`src/rtl/scan_pkg.sv`:
```
package scan_pkg;
  parameter int LINE_W = 12;

  typedef struct packed {
    logic [LINE_W-1:0] sync;
    logic [LINE_W-1:0] back;
    logic [LINE_W-1:0] active;
    logic [LINE_W-1:0] front;
  } vgeom_t;

  function automatic logic [LINE_W-1:0] geom_total(input vgeom_t g);
    return g.sync + g.back + g.active + g.front;
  endfunction

  function automatic logic [LINE_W-1:0] geom_fetch_line(input vgeom_t g);
    return g.sync + g.back + g.active;
  endfunction

  function automatic logic [LINE_W-1:0] geom_first_active(input vgeom_t g);
    return g.sync + g.back + 1'b1;
  endfunction
endpackage

```
`src/rtl/stg_hcount.sv`:
```
module stg_hcount #(
  parameter int HW = 12
) (
  input  logic          clk,
  input  logic          rst,
  input  logic          en,
  input  logic          reload,
  input  logic [HW-1:0] htot_i,
  output logic          wrap_o
);
  logic [HW-1:0] pix_q;
  logic [HW-1:0] htot_q;

  assign wrap_o = en && (pix_q == htot_q - 1'b1);

  always_ff @(posedge clk) begin
    if (rst) begin
      pix_q  <= '0;
      htot_q <= htot_i;
    end else begin
      if (reload) htot_q <= htot_i;
      if (!en || wrap_o) pix_q <= '0;
      else               pix_q <= pix_q + 1'b1;
    end
  end

  // pixel position stays inside the latched line length
  p_pix_range_r2: assert property (@(posedge clk) disable iff (rst)
    pix_q < htot_q);
endmodule

```
`src/rtl/stg_vcount.sv`:
```
module stg_vcount
  import scan_pkg::*;
#(
  parameter int FW = 32
) (
  input  logic              clk,
  input  logic              rst,
  input  logic              en,
  input  logic              pf,
  input  logic              wrap_i,
  input  vgeom_t            geom_i,
  output vgeom_t            geom_o,
  output logic              reload_o,
  output logic [LINE_W-1:0] line_o,
  output logic [FW-1:0]     frame_o,
  output logic              irq_o,
  output logic              stat_en_o,
  output logic              stat_pf_o
);
  vgeom_t            geom_q;
  logic [LINE_W-1:0] line_q;
  logic [FW-1:0]     frame_q;
  logic              irq_q, sen_q, spf_q;
  logic [LINE_W-1:0] vtot, fetch_ln;
  logic              frame_end;

  assign vtot      = geom_total(geom_q);
  assign fetch_ln  = geom_fetch_line(geom_q);
  assign frame_end = wrap_i && (line_q == vtot);
  assign reload_o  = !en || frame_end;

  always_ff @(posedge clk) begin
    if (rst) begin
      geom_q  <= geom_i;
      line_q  <= LINE_W'(1);
      frame_q <= '0;
      irq_q   <= 1'b0;
      sen_q   <= 1'b0;
      spf_q   <= 1'b0;
    end else begin
      sen_q <= en;
      spf_q <= pf;
      irq_q <= 1'b0;
      if (reload_o) geom_q <= geom_i;
      if (!en) begin
        line_q <= LINE_W'(1);
      end else if (frame_end) begin
        line_q  <= LINE_W'(1);
        frame_q <= frame_q + 1'b1;
        irq_q   <= !pf;
      end else if (wrap_i) begin
        line_q <= line_q + 1'b1;
        irq_q  <= pf && (line_q == fetch_ln);
      end
    end
  end

  assign geom_o    = geom_q;
  assign line_o    = line_q;
  assign frame_o   = frame_q;
  assign irq_o     = irq_q;
  assign stat_en_o = sen_q;
  assign stat_pf_o = spf_q;

  // line count stays within 1..vtotal
  p_line_range_r2: assert property (@(posedge clk) disable iff (rst)
    (line_q >= LINE_W'(1)) && (line_q <= vtot));
  // frame count only ever steps by one
  p_frame_step_r3: assert property (@(posedge clk) disable iff (rst)
    (frame_q != $past(frame_q)) |-> (frame_q == $past(frame_q) + 1'b1));
  // interrupt lasts a single clock
  p_irq_pulse_r5: assert property (@(posedge clk) disable iff (rst)
    irq_q |=> !irq_q);
  // no interrupt unless the interface was enabled
  p_irq_en_r9: assert property (@(posedge clk) disable iff (rst)
    irq_q |-> sen_q);
endmodule

```
`src/rtl/stg_report.sv`:
```
module stg_report
  import scan_pkg::*;
#(
  parameter int FW = 32,
  localparam int PW = LINE_W + 2
) (
  input  logic              clk,
  input  logic              rst,
  input  vgeom_t            geom,
  input  logic [LINE_W-1:0] line,
  input  logic [FW-1:0]     frame,
  input  logic              stat_en,
  input  logic              stat_pf,
  output logic [FW-1:0]     frame_adj_o,
  output logic [PW-1:0]     scan_pos_o
);
  logic [LINE_W-1:0] vtot, fetch_ln, first_act, act_end;
  logic              in_window;

  assign vtot      = geom_total(geom);
  assign fetch_ln  = geom_fetch_line(geom);
  assign first_act = geom_first_active(geom);
  assign act_end   = first_act + geom.active;
  assign in_window = stat_en && stat_pf && (line > fetch_ln) && (line <= vtot);

  always_comb begin
    frame_adj_o = in_window ? frame + 1'b1 : frame;
    if (line > act_end)
      scan_pos_o = {2'b00, line} - {2'b00, vtot} - {2'b00, first_act};
    else
      scan_pos_o = {2'b00, line} - {2'b00, first_act};
  end

  // without early fetch the corrected count tracks the raw count
  p_adj_plain_r6: assert property (@(posedge clk) disable iff (rst)
    !(stat_en && stat_pf) |-> (frame_adj_o == frame));
  // inside the active region the position is within 0..active-1
  p_pos_active_r7: assert property (@(posedge clk) disable iff (rst)
    ((line >= first_act) && (line < act_end)) |->
      (!scan_pos_o[PW-1] && (scan_pos_o < {2'b00, geom.active})));
endmodule

```
`src/rtl/scan_timing_gen.sv`:
```
module scan_timing_gen
  import scan_pkg::*;
#(
  parameter int HW = 12,
  parameter int FW = 32,
  localparam int PW = LINE_W + 2
) (
  input  logic              clk,
  input  logic              rst,
  input  logic              en_i,
  input  logic              pf_en_i,
  input  logic [HW-1:0]     h_total_i,
  input  logic [LINE_W-1:0] v_sync_i,
  input  logic [LINE_W-1:0] v_back_i,
  input  logic [LINE_W-1:0] v_active_i,
  input  logic [LINE_W-1:0] v_front_i,
  output logic [LINE_W-1:0] line_o,
  output logic [FW-1:0]     frame_o,
  output logic [FW-1:0]     frame_adj_o,
  output logic [PW-1:0]     scan_pos_o,
  output logic              stat_en_o,
  output logic              stat_pf_o,
  output logic              irq_o
);
  vgeom_t geom_in, geom_act;
  logic   wrap, reload;

  assign geom_in = '{sync: v_sync_i, back: v_back_i,
                     active: v_active_i, front: v_front_i};

  stg_hcount #(.HW(HW)) u_h (
    .clk(clk), .rst(rst), .en(en_i), .reload(reload),
    .htot_i(h_total_i), .wrap_o(wrap)
  );

  stg_vcount #(.FW(FW)) u_v (
    .clk(clk), .rst(rst), .en(en_i), .pf(pf_en_i), .wrap_i(wrap),
    .geom_i(geom_in), .geom_o(geom_act), .reload_o(reload),
    .line_o(line_o), .frame_o(frame_o), .irq_o(irq_o),
    .stat_en_o(stat_en_o), .stat_pf_o(stat_pf_o)
  );

  stg_report #(.FW(FW)) u_r (
    .clk(clk), .rst(rst), .geom(geom_act), .line(line_o), .frame(frame_o),
    .stat_en(stat_en_o), .stat_pf(stat_pf_o),
    .frame_adj_o(frame_adj_o), .scan_pos_o(scan_pos_o)
  );
endmodule

```
`config.mk`:
```
export PLATFORM = sky130hd
export DESIGN_NAME = scan_timing_gen
export DESIGN_NICKNAME = d
export VERILOG_FILES = /design/src/rtl/scan_pkg.sv /design/src/rtl/stg_hcount.sv /design/src/rtl/stg_vcount.sv /design/src/rtl/stg_report.sv /design/src/rtl/scan_timing_gen.sv
export SDC_FILE = /design/constraint.sdc
export NUM_CORES = 1
export LEC_CHECK = 0
export ABC_CLOCK_PERIOD_IN_PS = 9000
export BUFFER_PORTS_ARGS = -buffer_cell sky130_fd_sc_hd__buf_2
export CAP_MARGIN = 30
export CORE_MARGIN = 5
export CORE_UTILIZATION = 58
export DETAILED_ROUTE_END_ITERATION = 10
export PLACE_DENSITY = 0.82
export SYNTH_ARGS = -nofsm -noshare
export SYNTH_HDL_FRONTEND = slang
export SYNTH_SLANG_ARGS = --single-unit
```
`constraint.sdc`:
```
create_clock -name clk -period 9 [get_ports clk]
set_clock_uncertainty 0.1 [all_clocks]
set_input_delay 0 -clock clk [delete_from_list [all_inputs] [get_ports clk]]
set_output_delay 0 -clock clk [all_outputs]
set_load 0.05 [all_outputs]
```
## Word level (Yosys, flattened, before mapping)

Index checks and enable logic that the tools add are counted.
Widths: inputs -> output; s select.

| storage, ports and cells | value |
|---|---|
| register bits | 119 |
| word-level logic and storage cells | 53 |

| operators by class | value |
|---|---|
| add/sub/neg operators | 12 |
| magnitude comparators | 3 |
| equality and inequality tests | 3 |
| mux-type cells | 8 |
| bitwise logic cells | 1 |
| reductions and logical operators | 15 |

Operators by type and width:

| kind | number |
|---|---|
| $mux 48 | 2 |
| $add 12x12->12 | 4 |
| $add 12x1->12 const B | 3 |
| $eq 12x12->1 | 3 |
| $add 32x1->32 const B | 1 |
| $mux 32 | 1 |
| $sub 12x12->13 | 2 |
| $gt 12x12->1 | 2 |
| $mux 12 | 2 |
| $mux 14 | 1 |
| $sub 14x12->14 | 1 |
| $le 12x12->1 | 1 |
| $sub 12x1->12 const B | 1 |
| $logic_and 1x1->1 | 6 |
| $reduce_or 2->1 | 2 |
| $reduce_or 3->1 | 1 |
| $logic_not 1->1 | 2 |
| $logic_or 1x1->1 | 2 |
| $mux 1 | 2 |
| $reduce_and 2->1 | 1 |
| $reduce_bool 2->1 | 1 |
| $not 1->1 | 1 |

## Depth between registers and ports, before layout

| depth | value |
|---|---|
| depth in word-level cells | 8 |
| gate-level depth with buffers | 28 |
| mapped depth without buffers | 28 |

## Cells and area by module

From an unflattened synthesis, not the netlist that was laid out.

| unflattened totals | value |
|---|---|
| cell total of the unflattened synthesis | 1346 |
| area, all modules | 11806.3 um^2 |

By module, submodules not included:

| module | times used | cells each | area each (um^2) | seq. area each (um^2) |
|---|---|---|---|---|
| stg_vcount | 1 | 504 | 5253.8 | 2382.3 |
| stg_report | 1 | 699 | 5158.7 | 0.0 |
| stg_hcount | 1 | 143 | 1393.8 | 600.6 |

## Worst setup path before layout

No wires, ideal clock.

| path | value |
|---|---|
| kind | register to output |
| start | register u_v.geom_q (netlist bit u_v.geom_o[24]) |
| end | output port frame_adj_o[12] |
| data arrival time | 6539 ps |
| data required time | 8900 ps |
| path slack | 2361 ps |
| cell stages (with the launch flop) | 28 |
| path buffers | 2 |
| cells stage by stage | edfxtp_1 > ha_1 > fa_1 > a21o_1 > a221oi_1 > o31ai_1 > a21oi_1 > xnor2_1 > ha_1 > nand2b_1 > nor3_1 > a21oi_1 > nand3_1 > or3_1 > ha_1 > a21oi_1 > mux2_2 > a211o_1 > ha_1 > and3_1 > nand2_1 > or3_1 > o31ai_1 > and3_1 > clkbuf_1 > clkbuf_1 > nand2_1 > xnor2_1 |

| between the ends | value |
|---|---|
| word-level cells in the longest chain between the ends | 6 |

RTL lines:

| element | RTL line | RTL |
|---|---|---|
| start, declared | stg_vcount.sv:20 | `vgeom_t geom_q;` |
| start signal, assigned | stg_vcount.sv:34 | `geom_q <= geom_i;` |
| start signal, assigned | stg_vcount.sv:44 | `if (reload_o) geom_q <= geom_i;` |
| $add 12x12->12 (*) (2 in a row) | scan_pkg.sv:12, scan_pkg.sv:16 |  |
| $add 12x12->12 / $gt 12x12->1 (equally long branches) | scan_pkg.sv:12, stg_report.sv:24 |  |
| $le 12x12->1 / $logic_and 1x1->1 (equally long branches) | stg_report.sv:24 | `assign in_window = stat_en && stat_pf && (line > fetch_ln) && (line <= vtot);` |
| $logic_and 1x1->1 (*) | stg_report.sv:24 |  |
| $mux 32 (*) | stg_report.sv:27 | `frame_adj_o = in_window ? frame + 1'b1 : frame;` |
| end, declared | scan_timing_gen.sv:19 | `output logic [FW-1:0] frame_adj_o,` |

Mark *: on every way between the ends. The rest lies on a longest branch, timed or not.

## Worst setup path after layout

| path | value |
|---|---|
| start | register u_v.geom_q (netlist bit u_v.geom_o[24]) |
| end | output port frame_adj_o[20] |

Same word-level chain as after synthesis.

==> flow_summary.ini <==
[power_and_ir_drop]
power_density_nw_per_um2 = 319
power.total_w = 0.00380
ir_drop_mv = 0.286
p_leak_nw = 5.23

[placement]
dp_hpwl_um = 18400
io_buffer_count = 156
place_ws_ns = 1.46
dpl.cell_count = 1457
gp_congestion = 0.877

[final_layout]
antennaDiodeCount = 0
fin_cells = 1552
nets = 1504
drive_gt1_frac = 0.161
syn2layout_area_growth_pct = 22.5
fillCellCount = 1264

[drt]
vias = 9061
wl_um = 25300
drtIter0Drc = 642
wl_per_cell_um = 16.3
viasPerCell = 5.84
drc = 0
firstDrtPassIters = 5
drtAntennaViolNets = 0

[sta]
timing.final.crit_share = 0.865
slew_violations = 0
period_needed_ns = 7.78
setup_viol = 0
setup_tns_ns = 0
hold_viol = 0
rsz0062_at_grt = false
slew-limit-headroom = 0.366
fin_ws_ns = 1.22
clock.fmax_mhz = 129
worst_pin_slew_ns = 0.944

[synth]
synthesis.area_um2 = 9740
yosysMostFrequentCell = ha_1
synth.distinct_cells = 70
ys_ff_latch = 119
yosysSeqAreaShare = 0.306
ys_warn_count = 0
ys.flop_type = edfxtp_1
synthTopCellsByArea = edfxtp_1 (18%), ha_1 (15%), dfxtp_1 (12%)
syn_area_per_cell_um2 = 8.83
yosysTopAreaCell = edfxtp_1
synth_common_cells = ha_1 (114), a21oi_1 (92), xnor2_1 (91)
synth_top_area_frac = 0.185
syn-instance-count = 1103
synth_edf_count = 60
syn_nets = 1288
async_flop_share = 0

[global_route]
grt_antenna_before_repair = 0
grt-ovfl-total = 0
grt_usage = 0.255
grt_pass1_wl_um = 41000
grt_max_degree = 63
grt_pass1_vias = 8555

[clock_tree]
cts_tree = done
clock_sinks = 119
path_clk_slew_ns = 0.06
cts-root-buf = clkbuf_16
numCtsBuffers = 17
htreeDepth = 4
clk_path_buf_depth = 2
clk_latency_ns = 0.42

[setup_path]
crit_slowest_cell = nand3_1
worst_path_most_repeated_cell = ha_1
end_kind = primary output
max_stage_delay_ns = 0.58
required_ns = 8.90
worstPathArrival_ns = 7.68
setup.worst_path.class = reg2out
cp_max_fo = 14
start_kind = flop

[flow_run]
maxCapViolCount = 0

[floorplanning]
fp.coreArea_um2 = 16500
die_w_um = 140
rows = 47
initial_core_util = 0.590
boundaryPins = 157
die_h_um = 140
dieArea_um2 = 19500

[outcome]
status = complete, no violations

[worst_hold_path]
min_path_type = in2reg
## area by class of cell
type	instances	area, µm²	share of cell area
tap	220	275	0.0231
timing repair buffer	222	1450	0.122
clock inverter	13	131	0.0110
sequential	119	2980	0.250
multi-input combinational	899	6440	0.539
clock buffer	19	433	0.0363
inverter	60	225	0.0189
## final timing paths
check	start	end	slack, ns	cells after the start
min reg2reg	u_h.pix_q[0]$_SDFF_PP0_	u_h.pix_q[0]$_SDFF_PP0_	0.41	1
min	rst	u_v.frame_o[0]$_SDFFE_PP0P_	0.01	2
max	u_v.geom_o[24]$_DFFE_PP_	frame_adj_o[20]	1.22	25
max reg2reg	u_v.geom_o[24]$_DFFE_PP_	u_v.geom_o[22]$_DFFE_PP_	1.62	25
## logic make-up (layout without fill, tap and decap cells)
group / Yosys count / after routing / share of synthesized area
and+or+nand+nor: 377 / 377 / 0.200
AOI/OAI and AO/OA: 245 / 245 / 0.157
xor gates and xnor gates: 147 / 147 / 0.134
adders and majority gates: 121 / 121 / 0.161
DFF: 119 / 119 / 0.306
buffers and inverters: 85 / 314 / 0.0331
muxes: 9 / 9 / 0.00963
## power by group
group	switching, W	leakage [nW]	internal [W]
logic	0.00143	3.88	0.00110
registers	0.0000194	1.09	0.000599
clock network	0.000255	0.268	0.000405
total	0.00170	5.23	0.00210
## placed cells by master (no fill, tap or decap), types with 7 or more instances in the layout
cell type | netlist | routed
clkbuf_16 | 0 | 17
nand2_1 | 76 | 75
nand2b_1 | 15 | 15
o31ai_1 | 14 | 14
dlygate4sd3_1 | 0 | 62
nor3_1 | 34 | 34
o21ai_1 | 22 | 22
nor2b_1 | 21 | 21
nand4_1 | 21 | 21
buf_2 | 3 | 156
nand3_1 | 49 | 49
dfxtp_1 | 59 | 59
edfxtp_1 | 60 | 60
or4_1 | 11 | 11
or3_1 | 27 | 27
and3_1 | 16 | 16
nor2_1 | 70 | 70
o21ai_0 | 36 | 36
a21boi_0 | 7 | 7
xnor2_1 | 91 | 91
fa_1 | 7 | 7
inv_1 | 60 | 60
a21o_1 | 26 | 26
or2_2 | 14 | 14
xor2_1 | 55 | 55
a21oi_1 | 92 | 92
ha_1 | 114 | 114
## registers in the layout, indices dropped and copies added, names as in the netlist
| name | flops |
|---|---|
| u_v.stat_en_o | 1 |
| u_h.htot_q | 12 |
| u_v.stat_pf_o | 1 |
| u_v.frame_o | 32 |
| u_v.line_o | 12 |
| u_h.pix_q | 12 |
| u_v.geom_o | 48 |
| u_v.irq_o | 1 |
## metrics by stage
| stage | hold WS, ns | cell area [µm²] | util |
|---|---|---|---|
| 6_report | 0.0131 | 11900 | 0.722 |
| 2_1_floorplan | -0.00113 | 9740 | - |
| 3_5_place_dp | 0.0781 | 10700 | 0.649 |
| 4_1_cts | 0.00360 | 11900 | 0.721 |
| 5_1_grt | 0.0478 | 11900 | 0.722 |
| 3_3_place_gp | 0.0772 | 10700 | 0.649 |
## critical path, delay by kind of cell (launching register included)
family | cells | cell delay, ns
XOR/XNOR | 2 | 0.45
flip-flops | 1 | 0.37
multiplexers | 1 | 0.26
AND/OR/NAND/NOR | 6 | 2.34
buffers and inverters | 1 | 0.30
adder cells (fa/ha/maj) | 5 | 1.74
AO/OA/AOI/OAI | 10 | 1.82
## metal layers
layer	global-route usage	up-vias	wire length (µm)	part of all wire
met4	0.0770	0	565	0.022
met2	0.435	318	12300	0.49
li1	-	4444	-	-
met5	0	-	0	0
met1	0.328	4249	10800	0.42
met3	0.0515	50	1720	0.068
## repair_timing
item | 4_1_cts | 5_1_grt
buffers inserted | 0 | 0
resized for setup | 0 | 0
hold buffers | 62 | 0
endpoints found under the hold margin | 65 | 0
No activity file was read; power rests on OpenSTA's default activity.
